File: config.mk
export PLATFORM = sky130hd
export DESIGN_NAME = regalu_core
export DESIGN_NICKNAME = d
export VERILOG_FILES = /design/src/rtl/regalu_pkg.sv /design/src/rtl/regalu_ctrl.sv /design/src/rtl/regalu_alu.sv /design/src/rtl/regalu_regfile.sv /design/src/rtl/regalu_datapath.sv /design/src/rtl/regalu_core.sv
export SDC_FILE = /design/constraint.sdc
export NUM_CORES = 2
export LEC_CHECK = 0
export BUFFER_PORTS_ARGS = -buffer_cell sky130_fd_sc_hd__buf_2
export CELL_PAD_IN_SITES_DETAIL_PLACEMENT = 2
export CELL_PAD_IN_SITES_GLOBAL_PLACEMENT = 2
export CORE_MARGIN = 2
export CORE_UTILIZATION = 47
export DETAILED_ROUTE_END_ITERATION = 10
export PLACE_DENSITY = 0.83
export SYNTH_ARGS = -nofsm -noshare
export SYNTH_HDL_FRONTEND = slang
export SYNTH_HIERARCHICAL = 1
export SYNTH_SLANG_ARGS = --single-unit
File: constraint.sdc
create_clock -name clk -period 14 [get_ports clk]
set_clock_uncertainty 0.1 [all_clocks]
set_input_delay 0.7 -clock clk [delete_from_list [all_inputs] [get_ports clk]]
set_output_delay 0.7 -clock clk [all_outputs]
set_load 0.01 [all_outputs]
File: src/rtl/regalu_pkg.sv
package regalu_pkg;

  typedef enum logic [2:0] {
    OP_ADD   = 3'b000,
    OP_SUB   = 3'b001,
    OP_AND   = 3'b010,
    OP_OR    = 3'b011,
    OP_XOR   = 3'b100,
    OP_PASSL = 3'b101,
    OP_PASSR = 3'b110,
    OP_SHL   = 3'b111
  } aluOp_e;

  // strobes from control to datapath
  typedef struct packed {
    logic   writeBack;
    logic   leftFromInput;
    logic   carryUsed;
    aluOp_e op;
  } ctrlStrobes_t;

endpackage

File: src/rtl/regalu_ctrl.sv
module regalu_ctrl
  import regalu_pkg::*;
(
  input  logic [2:0]   func,
  input  logic         carryIn,
  input  logic         useInput,
  input  logic         wrEn,
  output ctrlStrobes_t strobes,
  output logic         effCarryIn
);

  always_comb begin
    strobes.op            = aluOp_e'(func);
    strobes.writeBack     = wrEn;
    strobes.leftFromInput = useInput;
    strobes.carryUsed     = (strobes.op == OP_ADD) || (strobes.op == OP_SUB);
    effCarryIn            = strobes.carryUsed & carryIn;
  end

endmodule

File: src/rtl/regalu_alu.sv
module regalu_alu
  import regalu_pkg::*;
#(
  parameter int DATA_W = 32
) (
  input  aluOp_e            op,
  input  logic [DATA_W-1:0] opA,
  input  logic [DATA_W-1:0] opB,
  input  logic              cin,
  output logic [DATA_W-1:0] result,
  output logic              cout
);

  localparam int WideW = DATA_W + 1;

  logic [WideW-1:0] wideA, wideB, wideC, sumWide, diffWide;

  always_comb begin
    wideA    = {1'b0, opA};
    wideB    = {1'b0, opB};
    wideC    = {{DATA_W{1'b0}}, cin};
    sumWide  = wideA + wideB + wideC;
    diffWide = wideA - wideB - wideC;
  end

  always_comb begin
    result = '0;
    cout   = 1'b0;
    unique case (op)
      OP_ADD: begin
        result = sumWide[DATA_W-1:0];
        cout   = sumWide[DATA_W];
      end
      OP_SUB: begin
        result = diffWide[DATA_W-1:0];
        cout   = diffWide[DATA_W];
      end
      OP_AND:   result = opA & opB;
      OP_OR:    result = opA | opB;
      OP_XOR:   result = opA ^ opB;
      OP_PASSL: result = opA;
      OP_PASSR: result = opB;
      OP_SHL: begin
        result = {opA[DATA_W-2:0], 1'b0};
        cout   = opA[DATA_W-1];
      end
      default: begin
        result = '0;
        cout   = 1'b0;
      end
    endcase
  end

endmodule

File: src/rtl/regalu_regfile.sv
module regalu_regfile #(
  parameter int DATA_W = 32,
  parameter int ADDR_W = 5
) (
  input  logic              clk,
  input  logic              rst,
  input  logic              we,
  input  logic [ADDR_W-1:0] waddr,
  input  logic [DATA_W-1:0] wdata,
  input  logic [ADDR_W-1:0] raddrL,
  input  logic [ADDR_W-1:0] raddrR,
  output logic [DATA_W-1:0] rdataL,
  output logic [DATA_W-1:0] rdataR
);

  localparam int Depth = 1 << ADDR_W;

  logic [DATA_W-1:0] words [Depth];

  always_ff @(posedge clk) begin
    if (rst) begin
      for (int i = 0; i < Depth; i++) words[i] <= '0;
    end else if (we) begin
      words[waddr] <= wdata;
    end
  end

  assign rdataL = words[raddrL];
  assign rdataR = words[raddrR];

endmodule

File: src/rtl/regalu_datapath.sv
module regalu_datapath
  import regalu_pkg::*;
#(
  parameter int DATA_W = 32,
  parameter int ADDR_W = 5
) (
  input  logic              clk,
  input  logic              rst,
  input  ctrlStrobes_t      strobes,
  input  logic              effCarryIn,
  input  logic [DATA_W-1:0] dataIn,
  input  logic [ADDR_W-1:0] leftAddr,
  input  logic [ADDR_W-1:0] rightAddr,
  input  logic [ADDR_W-1:0] destAddr,
  output logic [DATA_W-1:0] leftOut,
  output logic [DATA_W-1:0] rightOut,
  output logic              carryOut,
  output logic [DATA_W-1:0] aluResult,
  output logic [DATA_W-1:0] leftOp
);

  logic [DATA_W-1:0] readL, readR;

  regalu_regfile #(.DATA_W(DATA_W), .ADDR_W(ADDR_W)) u_rf (
    .clk    (clk),
    .rst    (rst),
    .we     (strobes.writeBack),
    .waddr  (destAddr),
    .wdata  (aluResult),
    .raddrL (leftAddr),
    .raddrR (rightAddr),
    .rdataL (readL),
    .rdataR (readR)
  );

  assign leftOp = strobes.leftFromInput ? dataIn : readL;

  regalu_alu #(.DATA_W(DATA_W)) u_alu (
    .op     (strobes.op),
    .opA    (leftOp),
    .opB    (readR),
    .cin    (effCarryIn),
    .result (aluResult),
    .cout   (carryOut)
  );

  assign leftOut  = readL;
  assign rightOut = readR;

endmodule

File: src/rtl/regalu_core.sv
module regalu_core
  import regalu_pkg::*;
#(
  parameter int DATA_W = 32,
  parameter int ADDR_W = 5
) (
  input  logic              clk,
  input  logic              rst,
  input  logic [2:0]        func,
  input  logic              carryIn,
  input  logic              useInput,
  input  logic [DATA_W-1:0] dataIn,
  input  logic [ADDR_W-1:0] leftAddr,
  input  logic [ADDR_W-1:0] rightAddr,
  input  logic [ADDR_W-1:0] destAddr,
  input  logic              wrEn,
  output logic [DATA_W-1:0] leftOut,
  output logic [DATA_W-1:0] rightOut,
  output logic              carryOut
);

  ctrlStrobes_t      strobes;
  logic              effCarryIn;
  logic [DATA_W-1:0] aluResult;
  logic [DATA_W-1:0] leftOp;

  regalu_ctrl u_ctrl (
    .func       (func),
    .carryIn    (carryIn),
    .useInput   (useInput),
    .wrEn       (wrEn),
    .strobes    (strobes),
    .effCarryIn (effCarryIn)
  );

  regalu_datapath #(.DATA_W(DATA_W), .ADDR_W(ADDR_W)) u_dp (
    .clk        (clk),
    .rst        (rst),
    .strobes    (strobes),
    .effCarryIn (effCarryIn),
    .dataIn     (dataIn),
    .leftAddr   (leftAddr),
    .rightAddr  (rightAddr),
    .destAddr   (destAddr),
    .leftOut    (leftOut),
    .rightOut   (rightOut),
    .carryOut   (carryOut),
    .aluResult  (aluResult),
    .leftOp     (leftOp)
  );

endmodule

* Word level (Yosys, flattened, before mapping) *
Memories as Yosys holds them, arrays and structs flattened.
Index checks and enable logic that the tools add are counted.

cells by class
  bitwise operators = 4
  add/subtract/negate cells = 4
  reduce and logical (&&, ||, !) cells = 3
  eq/ne operators = 7
  mux-type cells = 11

operators with widths
  operator                                              number
  case mux 32 bit (8 select lines)                      1
  two-way mux 32 bit                                    2
  adder 32 x 32 -> 33 bit                               1
  adder 33 x 1 -> 33 bit                                1
  subtractor 32 x 32 -> 33 bit                          1
  subtractor 33 x 1 -> 33 bit                           1
  bitwise AND 32 bit                                    1
  OR 32 bit                                             1
  OR reduction 32 bit                                   1
  XOR 32 bit                                            1
  equality test 3 bit (second input constant)           4
  equality test 3 x 2 -> 1 bit (second input constant)  2
  two-way mux 1 bit                                     6
  two-way mux 5 bit                                     1
  equality test 3 x 1 -> 1 bit (second input constant)  1
  zero test 3 bit                                       1
  case mux 1 bit (3 select lines)                       1
  bitwise AND 1 bit                                     1
  logical OR 1 bit                                      1

storage, ports and cells
  memories kept = 1
  word-level logic and storage cells = 30
  memory bits (writable) = 1024
  bits in registers = 0
  output and inout bits = 65

memory list
  memory           words  width  rd ports  clocked after Yosys merged registers in  wr ports  line                  RTL
  u_dp.u_rf.words  32     32     2         0                                        32        regalu_regfile.sv:18  logic [DATA_W-1:0] words [Depth];

* Depth between registers and ports, before layout *
  depth in word-level cells = 6
  depth in mapped cells = 24
  depth with buffers taken out = 19

* Hierarchy *
Netlist, hierarchy kept.

modules (own cells, without submodules)
  module           times used  area each (um^2)  cells an instance  seq. area each (um^2)
  regalu_regfile   1           56467.9           4640               30749.5
  regalu_alu       1           6232.2            924                0.0
  regalu_datapath  1           544.3             36                 0.0
  regalu_ctrl      1           53.8              7                  0.0

* Least setup slack after synthesis *
OpenSTA, ideal clock, no wires.

  path type = input -> output
  from = input port leftAddr[1]
  to = output port carryOut
  data arrival time = 4.561 ns
  cell stages on the path = 20
  path slack = 8.639 ns
  cells stage by stage = buf_4 buf_6 buf_4 mux2i_1 a22o_1 nor3_1 a31oi_1 nand3_1 mux2_4 inv_1 ha_1 ha_1 nand2_2 or3_4 a2111oi_4 a211oi_2 o211ai_2 o221ai_1 mux2i_1 o2111ai_1

on the way
  cells in the longest elaborated chain, start to end = 5
  elaborated cells on any way between the ends = 7
  classes of those cells = add/sub (4); mux (2); memory (1)

ends and longest elaborated chain
  what                                                                            line                                RTL
  start, declared                                                                 regalu_core.sv:13                   input logic [ADDR_W-1:0] leftAddr,
  memory (32 x 32 bit) (*)                                                        n/a
  net leftOut[20]                                                                 regalu_core.sv:17                   output logic [DATA_W-1:0] leftOut,
  two-way mux 32 bit (*)                                                          regalu_datapath.sv:36               assign leftOp = strobes.leftFromInput ? dataIn : readL;
  net leftOp[20]                                                                  regalu_core.sv:25                   logic [DATA_W-1:0] leftOp;
  subtractor 32 x 32 -> 33 bit / adder 32 x 32 -> 33 bit (equally long branches)  regalu_alu.sv:23, regalu_alu.sv:22
  subtractor 33 x 1 -> 33 bit / adder 33 x 1 -> 33 bit (equally long branches)    regalu_alu.sv:23, regalu_alu.sv:22
  case mux 1 bit (3 select lines) (*)                                             regalu_alu.sv:29                    unique case (op)
  end, declared                                                                   regalu_core.sv:19                   output logic carryOut

Mark *: on every way through the listed nets, which the timed path passes. The rest lies on a longest branch.

* Final worst setup path *
  from = input port leftAddr[1]
  to = output port carryOut

on the way
  cells in the longest elaborated chain, start to end = 5
  elaborated cells on any way between the ends = 7
  classes of those cells = add/sub (4); mux (2); memory (1)

ends and longest elaborated chain
  what                                                                            line
  memory (32 x 32 bit) (*)                                                        n/a
  two-way mux 32 bit (*)                                                          regalu_datapath.sv:36
  net leftOp[18]                                                                  regalu_core.sv:25
  subtractor 32 x 32 -> 33 bit / adder 32 x 32 -> 33 bit (equally long branches)  regalu_alu.sv:23, regalu_alu.sv:22
  subtractor 33 x 1 -> 33 bit / adder 33 x 1 -> 33 bit (equally long branches)    regalu_alu.sv:23, regalu_alu.sv:22
  case mux 1 bit (3 select lines) (*)                                             regalu_alu.sv:29

Marks and branches as above.

==> results by group <==
Status
  • Outcome: finished clean

Global route
  • Most used routing layer in global routing: met2
  • GRT met1 Usage: 0.489
  • Gr ovfl total: 0
  • Met2 Usage GRT: 0.667
  • Gr usage total: 0.412
  • Routing usage on met3: 0.0898
  • Vias in the first global route: 55442
  • Largest net degree at the start of global routing: 127
  • Initial antenna violation count: 37
  • First-pass GRT wire length: 406000 µm

Finish
  • Largest registers: u_dp/u_rf/words x1024
  • Max reg flops: 1024
  • Area of all placed cells without fillers: 0.0687 mm²
  • Fill cells: 12873
  • Reg area: 0.0307 mm²
  • Most common cell after layout, fill and taps aside: mux2i_1
  • Most frequent cells in the layout: 1031 x mux2i_1, 1027 x and2_1, 1024 x edfxtp_1
  • Final Non-Filler Cells: 7351
  • Area occupied by multi-input gates: 0.0297 mm²
  • Most flop-heavy register: u_dp/u_rf/words
  • Share of layout cells above drive strength 1: 0.103
  • Layout Nets: 5658
  • Area delta synth->final: 8.47%

Flow run
  • Max-Cap Viols: 0

Clocking
  • Setup Fix Bufs, Post-CTS: 0
  • Post-CTS sizing: 0
  • Worst-Skew Late Latency: 0.78 ns
  • H-tree depth: 3
  • Clock Pin Slew Worst Setup and Hold Paths: 0.06 ns
  • Total CTS buffers: 116
  • Root Buffer: clkbuf_16
  • CTS tree: built
  • # hold bufs at CTS: 0
  • Clk buf depth: 3
  • Clk sinks: 1024

Synthesis
  • Mapped Cells: 5606
  • Synth Cell Area: 0.0633 mm²
  • Syn_nets: 5791
  • Ys Warns: 6
  • Synthesized area per cell: 11.3 µm²

Setup path
  • Critical Path Source Type: input pin
  • CP required: 13.20 ns
  • Worst setup path category: in -> out
  • Arrival time at the worst endpoint: 7.87 ns
  • Crit Path Max Fanout: 77
  • Crit. End Element: output pin

Power
  • P_leak: 0.0279 µW
  • Psw: 2960 µW
  • Share of power burned in registers: 0.408
  • Gate power share: 0.235
  • Pwr Density: 128 mW/mm²
  • Clk pwr share: 0.358
  • Max VDD drop: 107 µV
  • Switching share of power: 0.338
  • Pint: 5810 µW

Detailed routing
  • Via Count: 51389
  • DRT antenna net count: 0
  • DRC viols: 0
  • Routed WL: 289000 µm
  • Iteration-0 DRC Markers: 6358
  • TritonRoute pass-1 iters: 6
  • Routed vias/inst: 6.99
  • Wire per inst: 39.4 µm

Timing
  • Worst-margin pin slew: 1.36 ns
  • Fin crit share: 0.619
  • Maximum clock rate: 115 MHz
  • Final Hold Fails: 0
  • Max Slew Vio Count: 0
  • Hold Worst Slack: 0.723 ns
  • Setup TNS: 0 ns
  • Minimum clock period: 8.67 ns
  • Unrepaired setup endpoints after global routing: false
  • Setup violations, final: 0
  • Slew headroom: 0.0899

Die
  • Initial Utilization: 0.474
  • Die Area: 0.138 mm²
  • Core Rows: 134
  • Die width: 371 µm
  • Total core area: 0.134 mm²
  • Chip Height: 371 µm
  • Num ports: 120

Place
  • Inst Count DP: 7123
  • DP HPWL: 165000 µm
  • Placed inst area: 0.0649 mm²
  • Port bufs: 119
  • Routability Congestion: 0.926

Hold path
  • Hold Path Class: in -> reg
[path summary, 6_finish.rpt]
check / startpoint / end / slack, ns / cells after the start
setup / recovery: leftAddr[1] / carryOut / 5.33 / 21
hold / removal: rst / u_dp/u_rf/words[22][2] / 0.72 / 2
setup reg to reg: u_dp/u_rf/words[7][2] / u_dp/u_rf/words[18][29] / 6.97 / 17
hold reg to reg: u_dp/u_rf/words[25][18] / u_dp/u_rf/words[15][18] / 1.61 / 8
[routing by layer]
metal | share of wire | routed length (µm)
met4 | 0.076 | 22000
met1 | 0.36 | 105000
met3 | 0.098 | 28400
met5 | 0.00046 | 134
met2 | 0.46 | 134000
[worst max-delay path, stage by stage]
cell       delay, ns
buf_8           0.56
buf_12          0.52
buf_4           0.67
mux2i_1         0.30
a22o_1          0.19
nor3_1          0.06
a31oi_1         0.64
nand3_1         0.27
mux2_4          0.39
inv_1           0.10
ha_1            0.36
ha_1            0.53
nand3_2         0.13
or3_4           0.40
a2111oi_4       0.46
a211oi_2        0.07
o211ai_2        0.24
o221ai_1        0.18
mux2i_1         0.15
o2111ai_1       0.55
buf_2           0.25
[area by class of cell]
cell class                 count  area share
inverter                     119     0.00651
tap                         1768      0.0322
clock inverter                73      0.0106
timing repair buffer         256      0.0252
sequential                  1024       0.448
multi-input combinational   3956       0.433
clock buffer                 145      0.0439
antenna                       10    0.000364
[through the flow]
stage	utilization	worst slack, ns	power, µW
after global placement	0.486	5.58	5490
after global routing	0.514	5.07	8960
final	0.514	5.33	8770
after CTS	0.514	5.42	8710
after detailed placement	0.486	5.16	5590
after floorplan	-	8.64	4790
[power groups by stage]
stage	sequential, µW	combinational (µW)	clock (µW)
3_3_place_gp	3600	1880	0
4_1_cts	3570	2000	3140
5_1_grt	3580	2140	3240
3_5_place_dp	3620	1960	0
2_1_floorplan	3590	1200	0
6_report	3570	2060	3140
No activity file was read; power rests on OpenSTA's default activity.
